--- config.mk ---
export PLATFORM = sky130hd
export DESIGN_NAME = sar_sequencer
export DESIGN_NICKNAME = d
export VERILOG_FILES = /design/src/rtl/sar_seq_pkg.sv /design/src/rtl/sar_phase_ctrl.sv /design/src/rtl/sar_bit_trial.sv /design/src/rtl/sar_sequencer.sv
export SDC_FILE = /design/constraint.sdc
export NUM_CORES = 1
export LEC_CHECK = 0
export BUFFER_PORTS_ARGS = -buffer_cell sky130_fd_sc_hd__buf_4
export CORE_UTILIZATION = 60
export CTS_BUF_LIST = sky130_fd_sc_hd__clkbuf_2
export CTS_CLUSTER_DIAMETER = 80
export DETAILED_ROUTE_END_ITERATION = 6
export PLACE_DENSITY = 0.87
export SETUP_SLACK_MARGIN = 0.3
export SLEW_MARGIN = 25
export SYNTH_ARGS = -nofsm -noshare
export SYNTH_HDL_FRONTEND = slang
export SYNTH_SLANG_ARGS = --single-unit
--- constraint.sdc ---
create_clock -name clk -period 4.48 [get_ports clk]
set_input_delay 0.448 -clock clk [delete_from_list [all_inputs] [get_ports clk]]
set_output_delay 0.448 -clock clk [all_outputs]
set_load 0.05 [all_outputs]
--- src/rtl/sar_seq_pkg.sv ---
package sar_seq_pkg;

    typedef enum logic [1:0] {
        ST_TRACK = 2'd0,
        ST_PARK  = 2'd1,
        ST_TRIAL = 2'd2
    } phase_t;

endpackage

--- src/rtl/sar_phase_ctrl.sv ---
module sar_phase_ctrl
    import sar_seq_pkg::*;
#(
    parameter int TRACK_PERIODS = 3,
    parameter int NBITS         = 12,
    parameter int PW            = 4
) (
    input  logic          clk,
    input  logic          rst,
    input  logic          start_n,
    input  logic          ext_clk_mode,
    output phase_t        phase,
    output logic [PW-1:0] period,
    output logic          drdy,
    output logic          clk_en,
    output logic          track_en
);

    localparam int            NPER        = TRACK_PERIODS + NBITS;
    localparam logic [PW-1:0] P_ONE       = PW'(1);
    localparam logic [PW-1:0] P_PARK      = PW'(2);
    localparam logic [PW-1:0] P_RESUME    = PW'(3);
    localparam logic [PW-1:0] P_TRACK_END = PW'(TRACK_PERIODS);
    localparam logic [PW-1:0] P_LAST      = PW'(NPER);

    phase_t        phase_q, phase_d;
    logic [PW-1:0] period_q, period_d;
    logic          drdy_q, drdy_d;

    // state register
    always_ff @(posedge clk) begin
        if (rst) begin
            phase_q  <= ST_TRACK;
            period_q <= P_ONE;
            drdy_q   <= 1'b0;
        end else begin
            phase_q  <= phase_d;
            period_q <= period_d;
            drdy_q   <= drdy_d;
        end
    end

    // next-state logic
    always_comb begin
        phase_d  = phase_q;
        period_d = period_q;
        drdy_d   = drdy_q;
        unique case (phase_q)
            ST_TRACK: begin
                if (period_q == P_ONE) begin
                    period_d = P_PARK;
                    if (!start_n) begin
                        drdy_d = 1'b0;
                    end else begin
                        phase_d = ST_PARK;
                    end
                end else if (period_q == P_TRACK_END) begin
                    phase_d  = ST_TRIAL;
                    period_d = period_q + P_ONE;
                end else begin
                    period_d = period_q + P_ONE;
                end
            end
            ST_PARK: begin
                if (!start_n) begin
                    phase_d  = ST_TRACK;
                    period_d = P_RESUME;
                    drdy_d   = 1'b0;
                end
            end
            ST_TRIAL: begin
                if (period_q == P_LAST) begin
                    phase_d  = ST_TRACK;
                    period_d = P_ONE;
                    drdy_d   = 1'b1;
                end else begin
                    period_d = period_q + P_ONE;
                end
            end
            default: begin
                phase_d  = ST_TRACK;
                period_d = P_ONE;
            end
        endcase
    end

    // outputs
    always_comb begin
        phase    = phase_q;
        period   = period_q;
        drdy     = drdy_q;
        track_en = (phase_q != ST_TRIAL);
        clk_en   = ext_clk_mode || (phase_q != ST_PARK) || !start_n;
    end

    a_r2_period_range: assert property (@(posedge clk) disable iff (rst)
        (period_q >= P_ONE) && (period_q <= P_LAST));

    a_r3_track_window: assert property (@(posedge clk) disable iff (rst)
        (phase_q != ST_TRIAL) |-> (period_q <= P_TRACK_END));

    a_r7_ready_rise: assert property (@(posedge clk) disable iff (rst)
        (phase_q == ST_TRIAL && period_q == P_LAST) |=> (drdy_q && period_q == P_ONE));

    a_r8_park_holds: assert property (@(posedge clk) disable iff (rst)
        (phase_q == ST_PARK && start_n) |=> (phase_q == ST_PARK && period_q == P_PARK && $stable(drdy_q)));

    a_r10_resume: assert property (@(posedge clk) disable iff (rst)
        (phase_q == ST_PARK && !start_n) |=> (period_q == P_RESUME && phase_q == ST_TRACK));

endmodule

--- src/rtl/sar_bit_trial.sv ---
module sar_bit_trial
    import sar_seq_pkg::*;
#(
    parameter int NBITS         = 12,
    parameter int TRACK_PERIODS = 3,
    parameter int PW            = 4
) (
    input  logic             clk,
    input  logic             rst,
    input  phase_t           phase,
    input  logic [PW-1:0]    period,
    input  logic             cmp_hi,
    output logic [NBITS-1:0] trial_bits,
    output logic [NBITS-1:0] dout
);

    localparam logic [PW-1:0]    P_TRACK_END = PW'(TRACK_PERIODS);
    localparam logic [PW-1:0]    P_FIRST     = PW'(TRACK_PERIODS + 1);
    localparam logic [PW-1:0]    P_LAST      = PW'(TRACK_PERIODS + NBITS);
    localparam logic [NBITS-1:0] MSB_ONLY    = {1'b1, {(NBITS-1){1'b0}}};

    logic [NBITS-1:0] sar_q;
    logic [NBITS-1:0] dout_q;
    logic [NBITS-1:0] bit_mask;
    logic [NBITS-1:0] decided;

    // one-hot mask of the bit under test in the current period
    always_comb begin
        bit_mask = MSB_ONLY >> (period - P_FIRST);
        decided  = cmp_hi ? (sar_q | bit_mask) : (sar_q & ~bit_mask);
    end

    always_ff @(posedge clk) begin
        if (rst) begin
            sar_q  <= '0;
            dout_q <= '0;
        end else if (phase == ST_TRACK && period == P_TRACK_END) begin
            sar_q <= MSB_ONLY;
        end else if (phase == ST_TRIAL) begin
            if (period == P_LAST) begin
                dout_q <= decided;
                sar_q  <= '0;
            end else begin
                sar_q <= decided | (bit_mask >> 1);
            end
        end
    end

    assign trial_bits = sar_q;
    assign dout       = dout_q;

    a_r4_msb_first: assert property (@(posedge clk) disable iff (rst)
        (phase == ST_TRIAL && period == P_FIRST) |-> (sar_q == MSB_ONLY));

    a_r6_result_hold: assert property (@(posedge clk) disable iff (rst)
        !(phase == ST_TRIAL && period == P_LAST) |=> $stable(dout_q));

    a_r3_no_trial_while_tracking: assert property (@(posedge clk) disable iff (rst)
        (phase != ST_TRIAL) |-> (sar_q == '0 || period == P_TRACK_END + PW'(1)));

endmodule

--- src/rtl/sar_sequencer.sv ---
module sar_sequencer
    import sar_seq_pkg::*;
#(
    parameter int NBITS         = 12,
    parameter int TRACK_PERIODS = 3,
    parameter int PW            = $clog2(TRACK_PERIODS + NBITS + 1)
) (
    input  logic             clk,
    input  logic             rst,
    input  logic             start_n,
    input  logic             ext_clk_mode,
    input  logic             cmp_hi,
    output logic             track_en,
    output logic             autozero_en,
    output logic [NBITS-1:0] trial_bits,
    output logic [NBITS-1:0] dout,
    output logic             drdy,
    output logic             clk_en,
    output logic [PW-1:0]    period
);

    phase_t        phase;
    logic [PW-1:0] period_w;
    logic          track_w;

    sar_phase_ctrl #(
        .TRACK_PERIODS (TRACK_PERIODS),
        .NBITS         (NBITS),
        .PW            (PW)
    ) u_phase (
        .clk          (clk),
        .rst          (rst),
        .start_n      (start_n),
        .ext_clk_mode (ext_clk_mode),
        .phase        (phase),
        .period       (period_w),
        .drdy         (drdy),
        .clk_en       (clk_en),
        .track_en     (track_w)
    );

    sar_bit_trial #(
        .NBITS         (NBITS),
        .TRACK_PERIODS (TRACK_PERIODS),
        .PW            (PW)
    ) u_trial (
        .clk        (clk),
        .rst        (rst),
        .phase      (phase),
        .period     (period_w),
        .cmp_hi     (cmp_hi),
        .trial_bits (trial_bits),
        .dout       (dout)
    );

    assign track_en    = track_w;
    assign autozero_en = track_w;
    assign period      = period_w;

endmodule

==> results of run 1 <==
==> flip-flops by register name, summed over array words and instances (netlist names) <==
register / flops
u_phase.phase: 2
u_trial.dout: 12
u_phase.drdy: 1
u_phase.period: 4
u_trial.trial_bits: 12
==> stage by stage <==
stage,hold slack (ns),instances,total power [mW]
after floorplan,0.586,209,0.586
after global placement,0.466,262,0.651
after detailed placement,0.462,262,0.652
after CTS,0.321,269,0.774
after global routing,0.319,269,0.823
final,0.338,269,0.775
==> cell usage after synthesis, types with 2 or more instances <==
library cell,number,area (um2)
ha_1,8,100
nor2_1,11,41.3
or3_1,2,12.5
clkbuf_1,6,22.5
o22ai_1,2,12.5
nand2b_1,2,12.5
a211oi_1,7,52.6
nand4_1,2,12.5
a21o_1,4,30.0
nand2_1,19,71.3
buf_2,4,20.0
o21ai_1,5,25.0
dfxtp_1,31,621
buf_6,2,22.5
nor3_1,2,10.0
inv_1,10,37.5
o2111ai_1,2,17.5
o21ai_0,17,85.1
a31oi_1,5,31.3
nor2b_1,5,31.3
a21oi_1,17,85.1
nand3_1,10,50.1
o31ai_1,2,15.0
nor3b_1,2,15.0
mux2i_1,11,110
==> cell families after synthesis <==
family	Yosys count	share of synthesized area, %
buf+inv	25	6.85
mux	11	6.41
flops	31	36.2
compound gates	73	26.6
simple gates	61	18.1
fa+ha+maj	8	5.83
==> worst paths after layout <==
path	startpoint	cells after the start	to
worst max-delay path	u_phase.period[2]$_SDFFE_PP0N_	6	u_trial.trial_bits[4]$_SDFFE_PP0P_
worst min-delay path	rst	2	u_trial.dout[4]$_SDFFE_PP0P_
worst max register to register	u_phase.period[2]$_SDFFE_PP0N_	6	u_trial.trial_bits[4]$_SDFFE_PP0P_
worst min register to register	u_trial.trial_bits[9]$_SDFFE_PP0P_	2	u_trial.trial_bits[9]$_SDFFE_PP0P_
==> cell type report <==
type | instances | area, um2 | share of cell area [%]
clock buffer | 5 | 25.0 | 1.26
inverter | 11 | 41.3 | 2.08
sequential | 31 | 621 | 31.3
multi-input combinational | 153 | 978 | 49.3
tap | 31 | 38.8 | 1.96
timing repair buffer | 36 | 270 | 13.6
clock inverter | 2 | 8.76 | 0.442
==> power by group <==
group / total, mW / switching (mW) / leakage, nW / internal, mW
combinational: 0.325 / 0.215 / 0.581 / 0.110
sequential: 0.328 / 0.0343 / 0.251 / 0.293
clock: 0.123 / 0.0898 / 0.0262 / 0.0330
total: 0.775 / 0.339 / 0.858 / 0.436
==> worst max-delay path: cells and delay by family (launching register included) <==
family	cells	cell delay, ns
flops	1	0.69
simple gates	3	0.82
fa+ha+maj	1	0.67
compound gates	1	0.06
buf+inv	1	0.19
==> layer usage <==
| layer | share of wire [%] | wire length (um) | track usage, % | up-vias |
|---|---|---|---|---|
| met5 | 0 | 0 | 0 | - |
| met1 | 47 | 1870 | 36.8 | 741 |
| li1 | - | - | - | 812 |
| met2 | 45 | 1790 | 43.2 | 57 |
| met3 | 5.6 | 221 | 5.62 | 7 |
| met4 | 1.4 | 57 | 10.0 | 0 |
==> run summary, run 1 <==
The flow ran to the end, and the final reports show no timing, DRC or antenna violations. Traced cell by cell, the critical path runs through inv_1, ha_1, nand2_1, or4_1, nand3_1, a21oi_1. The HPWL after detailed placement came out at 2.77 mm. Summed over all cells, the static leakage comes to around 0.86 nW.

Leaving out fill and tap cells, the most frequent cell in the layout is buf_4. The net count reported at finish came out at between 200 and 300. In this run the post-CTS setup repair buffer count came out at 0. The most used flip-flop cell after synthesis is dfxtp_1. The power density normalized to cell area is roughly 390 nW/um2. The number of cells upsized or downsized after cts came out at 0. The top cell types in the final layout, fill and taps aside, are buf_4, dfxtp_1, nand2_1, o21ai_0, a21oi_1.

The data arrival time at the worst-slack endpoint is 2.79 ns. The number of buffers added on ports came out at 36. The total non-filler cell area in the finished layout is just under 2000 um2. Summed over all failing endpoints, the final setup total negative slack is 0 ns.

The element type at the critical path start is a flip-flop. The TritonCTS sink count is 31. The setup path with the least slack is of type flip-flop to flip-flop. The global placement routability congestion came out at ~0.88. The number of hold violations in the final report came out at 0.

The violation count after the first detailed-routing iteration is 80. The count of hold buffers inserted by post-cts repair came out at 0. The setup-violating endpoint count in the final report is 0. Dividing the detail-routed via count by the number of cells gives roughly 6. The maximum number of pins on one net before global-route repair came out at 25.

The top achievable clock speed is about 390 MHz. The post-synthesis net count came out at 222. The first global-routing pass estimated between 6 and 7 mm of wire.

The overall track demand over capacity in global routing came out at a little over a quarter. The worst hold path belongs to the class primary input to flip-flop. The placed instances occupy a cell area of 1950 um2. For this run, the detailed router's first-pass iteration total came to 4. The H-tree generated during clock tree synthesis spans 2 levels. The number of antenna diodes is 0. The final critical path takes up 56.7% of the cycle. Counting I/O delays and the setup requirement, the final critical path takes around 2.5 ns. Setup repair after global routing left no endpoint under its margin.

The row count is 19. The number of buffers created by CTS came out at 5. During I/O placement, the number of pins put on the boundary was 37. The cell count after synthesis is around 210.

The mean instance size in the synthesized netlist came out at 8.21 um2. The least setup slack across all paths after layout is between 1.5 and 2 ns. The number of antenna violations at the first check in global routing came out at 0.

The layout filler cell count came out at 220. Synthesis inferred 31 register bits. The normalized max-slew margin came out at a little over two fifths.

On the critical path, the stage with the largest delay is an instance of dfxtp_1. Data on the critical path is required at its endpoint by between 4 and 5 ns. VDD sags by at most between 0.3 and 0.4 mV. The share of layout cells above drive strength 1 came out at 19.7%.

The number of enable-type register cells in the synthesized netlist is 0. Compared with the post-synthesis result, the final layout area differs by 15.5%. Summed over all layers, the global routing overflow is 0. The number of warnings printed during yosys synthesis came out at 0. The area inside the core boundary came out at 2730 um2. STA classifies the critical path endpoint as a flip-flop. The initial cell density of the core is a little over three fifths. The clock passes through at most 2 buffers. The sum of routed wire length over all layers came out at between 3 and 4 mm.

The floorplan step set the die width to 55.5 um. The max-slew violation count came out at 0. The detail route stage leaves a number of antenna-violating nets equal to 0. The share of the core filled with cells in the final layout is between 70 and 80%. Sequential cells were found to cover 36.2% of the synthesized design area. The post-placement setup slack is 2.02 ns.

The unique cell type count in the Yosys netlist came out at 46. The y dimension of the die is ~55 um. The clock skew after layout came out at a little over 0.01 ns. For the worst-skew pair, the clock arrives at the later sink with an insertion delay of about 0.35 ns. The transition time at the pin with the least slew margin is 0.848 ns. The root buffer cell is clkbuf_2. The worst setup slack for register-to-register paths is about 1.9 ns. The number of global-route vias before repair came out at between 1000 and 1500.

In the routed design, unresolved DRC markers number 0. The total standard cell area after synthesis came out at about 1700 um2. The average detailed-routed wire length per instance came out at around 15 um. The largest driver fanout on the critical path came out at 20.

The die footprint is between 3000 and 4000 um2. The number of max-capacitance violations reported came out at 0. The count of vias placed by the detailed router came out at between 1500 and 2000. The CTS clock-pin slew for the worst setup and hold paths is approximately 0.15 ns. The stage delay of the slowest cell on the critical path came out at 0.69 ns.

The proportion of synthesized flip-flops having asynchronous set or reset came out at 0%. TritonCTS built the clock tree.
Note: power is estimated with default switching activity, not from simulation.
==> run 2: changes to the inputs <==
--- a/config.mk
+++ b/config.mk
@@ -6,11 +6,11 @@
 export NUM_CORES = 1
 export LEC_CHECK = 0
 export BUFFER_PORTS_ARGS = -buffer_cell sky130_fd_sc_hd__buf_4
-export CORE_UTILIZATION = 60
+export CORE_UTILIZATION = 51
 export CTS_BUF_LIST = sky130_fd_sc_hd__clkbuf_2
 export CTS_CLUSTER_DIAMETER = 80
 export DETAILED_ROUTE_END_ITERATION = 6
-export PLACE_DENSITY = 0.87
+export PLACE_DENSITY = 0.78
 export SETUP_SLACK_MARGIN = 0.3
 export SLEW_MARGIN = 25
 export SYNTH_ARGS = -nofsm -noshare
==> constraint.sdc (replaced) <==
create_clock -name clk -period 2.2 [get_ports clk]
set_input_delay 0.22 -clock clk [delete_from_list [all_inputs] [get_ports clk]]
set_output_delay 0.22 -clock clk [all_outputs]
set_load 0.05 [all_outputs]
==> run 2 against run 1 <==
Combinational power grew 130%; worst hold slack lost 0.24 ns; count of clock-buffer cells in the layout is the same; critical path type unchanged; critical endpoint is now u_phase.period[3]$_SDFFE_PP0N_.
==> run summary, run 2 (synthesis results as in run 1) <==
The count of hold buffers inserted by post-cts repair came out at 0. The initial cell density of the core is a little over half. In the layout the commonest cells are buf_4, dfxtp_1, nand2_1, o21ai_0, a21oi_1. Including well taps, the total number of placed cells is between 200 and 300. The type of element capturing the critical path is a flip-flop.

The clock skew after layout came out at just under 0.008 ns. The worst setup path is launched from a flip-flop. The flow ran to the end, and the final reports show no timing, DRC or antenna violations. The global placement routability congestion is roughly 0.9. The stage delay of the slowest cell on the critical path came out at 0.37 ns. The number of global-route vias before repair came out at ~1400. The worst register-to-register path begins at u_phase.period[2]$_SDFFE_PP0N_. The die width is roughly 60 um. The number of levels in the clock H-tree is 2.

The worst setup path is of the flip-flop to flip-flop kind. The net count of the finished layout is between 200 and 300. Clock-pin slew was measured on the worst setup and hold paths at 0.15 ns. The number of antenna violations at the first check in global routing was 0. The shortest period the worst path allows came out at 1.82 ns. The worst-case hold path end point is u_trial.dout[4]$_SDFFE_PP0P_.

After legalization and detailed placement, the total HPWL measured 2.91 mm. The transition time at the pin with the least slew margin is approximately 0.44 ns. The TritonCTS sink count is 31. The largest driver fanout on the critical path is 16. 0 antenna diodes ended up in the layout. The number of buffers on the longest clock path is 2. The required time of the critical path came out at ~2.5 ns.

The max-slew violation count is 0. The number of max-capacitance violations reported is 0. The die is approximately 60 um tall. The min-delay analysis places its worst path in the category primary input to flip-flop. The count of vias placed by the detailed router came out at 1666. In this run the power density over the cells is 792 nW/um2. The number of buffers added on ports is 36. The cell with the largest stage delay on the worst path is dfxtp_4. The area inside the core boundary is ~3100 um2. The area of all sequential standard cells is about 630 um2. After floorplanning, the core was divided into 20 placement rows. Setup violations remaining at the end of the flow were counted as 0. The later-pin clock latency in the skew report came out at about 0.36 ns. Counting instances, the worst hold path has a depth of 2. The synthesis-to-layout area growth is 21.4%. The sum of routed wire length over all layers is about 4.1 mm.

The detail route stage leaves a number of antenna-violating nets equal to 0. Setup repair after global routing could not meet its margin everywhere. The combined area of the multi-input logic cells is 1000 um2.

Leaving out fill and tap cells, the most frequent cell in the layout is buf_4. The worst path meets setup with between 0.3 and 0.4 ns of slack. The average detailed-routed wire length per instance is about 14 um.

Cells with a size suffix above 1 make up a little over a quarter of the layout. The detail-routed via count per cell came out at slightly below 6. The analysis attributes to cell leakage a power of around 0.90 nW.

Walking the worst path, the cells encountered are buf_4, ha_1, a31oi_2, o21ai_1, or3_1, a31oi_1. The number of iterations in the first detailed-routing pass came out at 6. In this run the critical register-to-register path is captured at u_phase.period[3]$_SDFFE_PP0N_.

The number of DRC violations after detailed routing came out at 0. The normalized max-slew margin is 70.6%. For this block, the initial DRC count from the detailed router was 89. The number of buffers created by CTS is 5. The share of the core filled with cells in the final layout is 66.6%. The tree is rooted in a clkbuf_2. VDD sags by at most 0.541 mV.

Entering global routing, the biggest net connects 23 pins. After filler insertion, the fill cell instance count of the layout stands at 280. The count of buffering cells on the critical path with inverters included came out at 1. The residual overflow from global routing came out at 0.

Among cell families on the critical path, the largest total delay comes from compound AO/OA/AOI/OAI gates. TritonCTS built the clock tree. The post-placement setup slack is ~0.36 ns. The top-level I/O count came out at 37.

Across all register-to-register paths, the minimum setup slack is roughly 0.38 ns. The post-route clock period utilization is 82.7%. The overall track demand over capacity in global routing is 24.8%. The finished layout holds ~290 standard cells, fillers aside.

The number of hold violations in the final report is 0. The data arrival time at the worst-slack endpoint came out at 2.12 ns. The top achievable clock speed is 550 MHz.

For the final routed database, the setup TNS stands at 0 ns. The global-route wire length before repair came out at 6.65 mm. The die footprint came out at 3600 um2. The depth of the worst register-to-register path is 6.

The startpoint identified for the worst hold timing path is rst.
run 2: cell type report:
class                   instances  area share (%)
multi-input cells             153            48.1
flip-flops and latches         31            30.2
repair buffers                 43            15.5
well taps                      44            2.64
inverters                      11            1.98
clock buffers                   5            1.20
clock inverters                 2           0.420
run 2: metal layers:
layer	track usage (%)	wire, um
met2	38.3	1830
met5	0	0
met1	34.0	2040
met3	3.90	185
met4	11.0	71
run 2: worst max-delay path by stage:
stage	startpoint	end	slack [ns]	depth (start not counted)
floorplan	u_phase.period[0]$_SDFFE_PP1N_	u_trial.trial_bits[4]$_SDFFE_PP0P_	0.31	6
global placement	u_phase.period[2]$_SDFFE_PP0N_	u_trial.trial_bits[3]$_SDFFE_PP0P_	0.39	6
detailed placement	u_phase.period[2]$_SDFFE_PP0N_	u_trial.trial_bits[4]$_SDFFE_PP0P_	0.36	6
CTS	u_phase.period[2]$_SDFFE_PP0N_	u_phase.period[3]$_SDFFE_PP0N_	0.31	6
global route	u_phase.period[2]$_SDFFE_PP0N_	u_phase.period[3]$_SDFFE_PP0N_	0.27	6
finish	u_phase.period[2]$_SDFFE_PP0N_	u_phase.period[3]$_SDFFE_PP0N_	0.38	6
run 2: report_power, final:
| group | switching [mW] | internal, mW |
|---|---|---|
| Combinational | 0.487 | 0.261 |
| Sequential | 0.0430 | 0.603 |
| Clock | 0.189 | 0.0671 |
run 2: what timing repair did:
action,4_1_cts,5_1_grt
buffers inserted,0,0
gates resized for setup,1,6
endpoints found under the setup margin,1,8
pin swaps,0,0
run 2: metrics by stage:
stage,hold WS (ns),power [mW],instance area (um2)
floorplan,0.368,1.20,1720
global placement,0.472,1.37,2030
detailed placement,0.469,1.37,2030
CTS,0.0899,1.63,2060
global route,0.0914,1.75,2080
finish,0.0964,1.65,2080
==> run 3: changes to the inputs <==
--- a/config.mk
+++ b/config.mk
@@ -6,11 +6,11 @@
 export NUM_CORES = 1
 export LEC_CHECK = 0
 export BUFFER_PORTS_ARGS = -buffer_cell sky130_fd_sc_hd__buf_4
-export CORE_UTILIZATION = 51
+export CORE_UTILIZATION = 56
 export CTS_BUF_LIST = sky130_fd_sc_hd__clkbuf_2
 export CTS_CLUSTER_DIAMETER = 80
 export DETAILED_ROUTE_END_ITERATION = 6
-export PLACE_DENSITY = 0.78
+export PLACE_DENSITY = 0.82
 export SETUP_SLACK_MARGIN = 0.3
 export SLEW_MARGIN = 25
 export SYNTH_ARGS = -nofsm -noshare
==> constraint.sdc (replaced) <==
create_clock -name clk -period 1.84 [get_ports clk]
set_input_delay 0.184 -clock clk [delete_from_list [all_inputs] [get_ports clk]]
set_output_delay 0.184 -clock clk [all_outputs]
set_load 0.05 [all_outputs]
==> run 3 against run 2 <==
The run now ends with DRC left; worst hold slack worse by 0.057 ns; largest power group unchanged; sequential cell count unchanged; critical path type unchanged; worst setup slack worse by 0.15 ns.
==> run summary, run 3 (synthesis results as in run 1) <==
The data arrival time at the worst-slack endpoint is slightly below 2 ns. After clock tree synthesis, the clock-pin slew on the worst setup and hold paths is 0.18 ns. The final layout contains 280 nets. The type of element capturing the critical path is a flip-flop. TritonCTS built the clock tree.

The number of global-route vias before repair is 1754. The setup TNS after final layout came out at 0 ns. The number of buffers on the longest clock path came out at 2.

TritonCTS created 5 clock buffers. The overall track demand over capacity in global routing is around a third. The sum of routed wire length over all layers is 6.16 mm.

The top-level I/O count came out at 37. The critical path starts at u_phase.period[2]$_SDFFE_PP0N_. Clock tree synthesis selected as its root buffer the cell clkbuf_2.

The synthesis-to-layout area growth is 46.1%. The largest driver fanout on the critical path came out at 6. The library cell used most frequently in the layout, excluding fill and tap cells, is buf_4. The required time of the critical path came out at ~2.2 ns. The static leakage came out at roughly 1.1 nW. The max-slew violation count is 0. The maximum VDD drop is 0.781 mV. In this run the most critical hold path is launched from rst. In this run the tightest slew margin relative to its limit is 64.8%.

The maximum number of pins on one net before global-route repair is 24. The TritonCTS sink count is 31. The clock skew after layout is roughly 0.012 ns. The share of layout cells above drive strength 1 is between 40% and 50%. Setup repair after global routing could not meet its margin everywhere. For the worst-skew pair, the clock arrives at the later sink with an insertion delay of roughly 0.39 ns.

Once the floorplan was initialized, standard cells occupied approximately three fifths of the core. The number of hold violations in the final report was 0. After layout, the minimum clock period comes to roughly 1.6 ns. The global placement routability congestion is a little under 0.9.

The residual overflow from global routing came out at 0. From left edge to right edge, the die measures ~57 um. The worst hold slack after final layout is 0.0392 ns. The wire-length estimate of the detail-placed layout is 3.18 mm. The area inside the core boundary came out at approximately 2800 um2. Across the run, the number of max-cap violations was 0.

The number of antenna diodes is 0. The number of DRC violations after detailed routing came out at 4. The count of hold buffers inserted by post-cts repair is 0. The setup-violating endpoint count in the final report came out at 0. The startpoint identified for the worst register-to-register timing path is u_phase.period[2]$_SDFFE_PP0N_. The top achievable clock speed came out at between 600 and 700 MHz. The first global-routing pass estimated between 8 and 9 mm of wire. The die covers ~3300 um2.

The power after layout is 2.67 mW. The detail-routed via count per cell came out at 6.76. Measured along the y axis, the die boundary spans ~57 um. Leaving out fill and tap cells, the most frequent cells in the layout are buf_4, dfxtp_1, nand2_1, a21oi_1, o21ai_0. The count of vias placed by the detailed router came out at 2020. The row count came out at 19. At the pin with the least slew margin, the transition time is between 0.5 and 0.6 ns. The worst setup path is launched from a flip-flop. Dividing total power by cell area gives a power density of around 1100 nW/um2. The number of levels in the clock H-tree came out at 2. The violation count after the first detailed-routing iteration came out at roughly 180. The number of buffers added on ports came out at 36. The run finished, with violations left. The number of antenna violations at the first check in global routing is 0. Before antenna repair, the detailed router went through 7 iterations. The final reports fail on DRC.

The number of nets still failing antenna checks after routing is 0. The post-route clock period utilization is just under 90%. After detailed routing, the average wire length per cell comes to around 20 um. The critical path class is flip-flop to flip-flop. The path class of the tightest hold or removal check is primary input to flip-flop.
==> run 3: final cells by class <==
cell class	instances	area, um2
clock inverters	3	38.8
fillers	134	322
clock buffers	5	25.0
well taps	31	38.8
repair buffers	65	527
inverters	11	51.3
multi-input cells	153	1190
flip-flops and latches	31	641
==> run 3: metal layers <==
metal	up-vias	GRT usage (%)	part of all wire [%]
met2	165	51.2	47
met3	41	7.03	10
met1	938	41.5	39
met4	0	19.5	4.2
li1	876	-	-
met5	-	0	0
==> run 3: final timing paths <==
check	cells past startpoint	slack [ns]	to
worst max-delay path	8	0.23	u_trial.trial_bits[1]$_SDFFE_PP0P_
worst min-delay path	2	0.04	u_phase.period[2]$_SDFFE_PP0N_
worst max register to register	8	0.23	u_trial.trial_bits[1]$_SDFFE_PP0P_
worst min register to register	2	0.51	u_trial.trial_bits[10]$_SDFFE_PP0P_
==> run 3: report_power, final <==
group          internal, mW  switching [mW]  leakage (nW)  total [mW]
sequential            0.728          0.0688         0.254       0.797
clock                 0.224           0.271        0.0404       0.495
combinational         0.580           0.802         0.774        1.38
==> run 3: what timing repair did <==
| action | CTS | global route |
|---|---|---|
| gates cloned | 0 | 1 |
| pin swaps | 4 | 12 |
| setup endpoints to repair | 26 | 28 |
| gates resized for setup | 18 | 39 |
| buffers inserted | 11 | 10 |
==> run 3: worst max-delay path, stage by stage (launching register included) <==
cell and delay, ns:
dfxtp_4 0.42, inv_6 0.05, ha_4 0.31, buf_8 0.13, nor2b_4 0.06, buf_4 0.13
a211oi_1 0.28, o21ai_1 0.09, o21ai_1 0.08
==> run 3: stage by stage <==
stage	instance area [um2]	setup slack, ns	instances	util [%]
5_1_grt	2510	0.181	299	88.6
3_5_place_dp	2080	0.212	269	73.5
4_1_cts	2300	0.259	288	81.3
3_3_place_gp	2080	0.228	269	73.5
6_report	2510	0.230	299	88.6
2_1_floorplan	1810	0.203	209	-
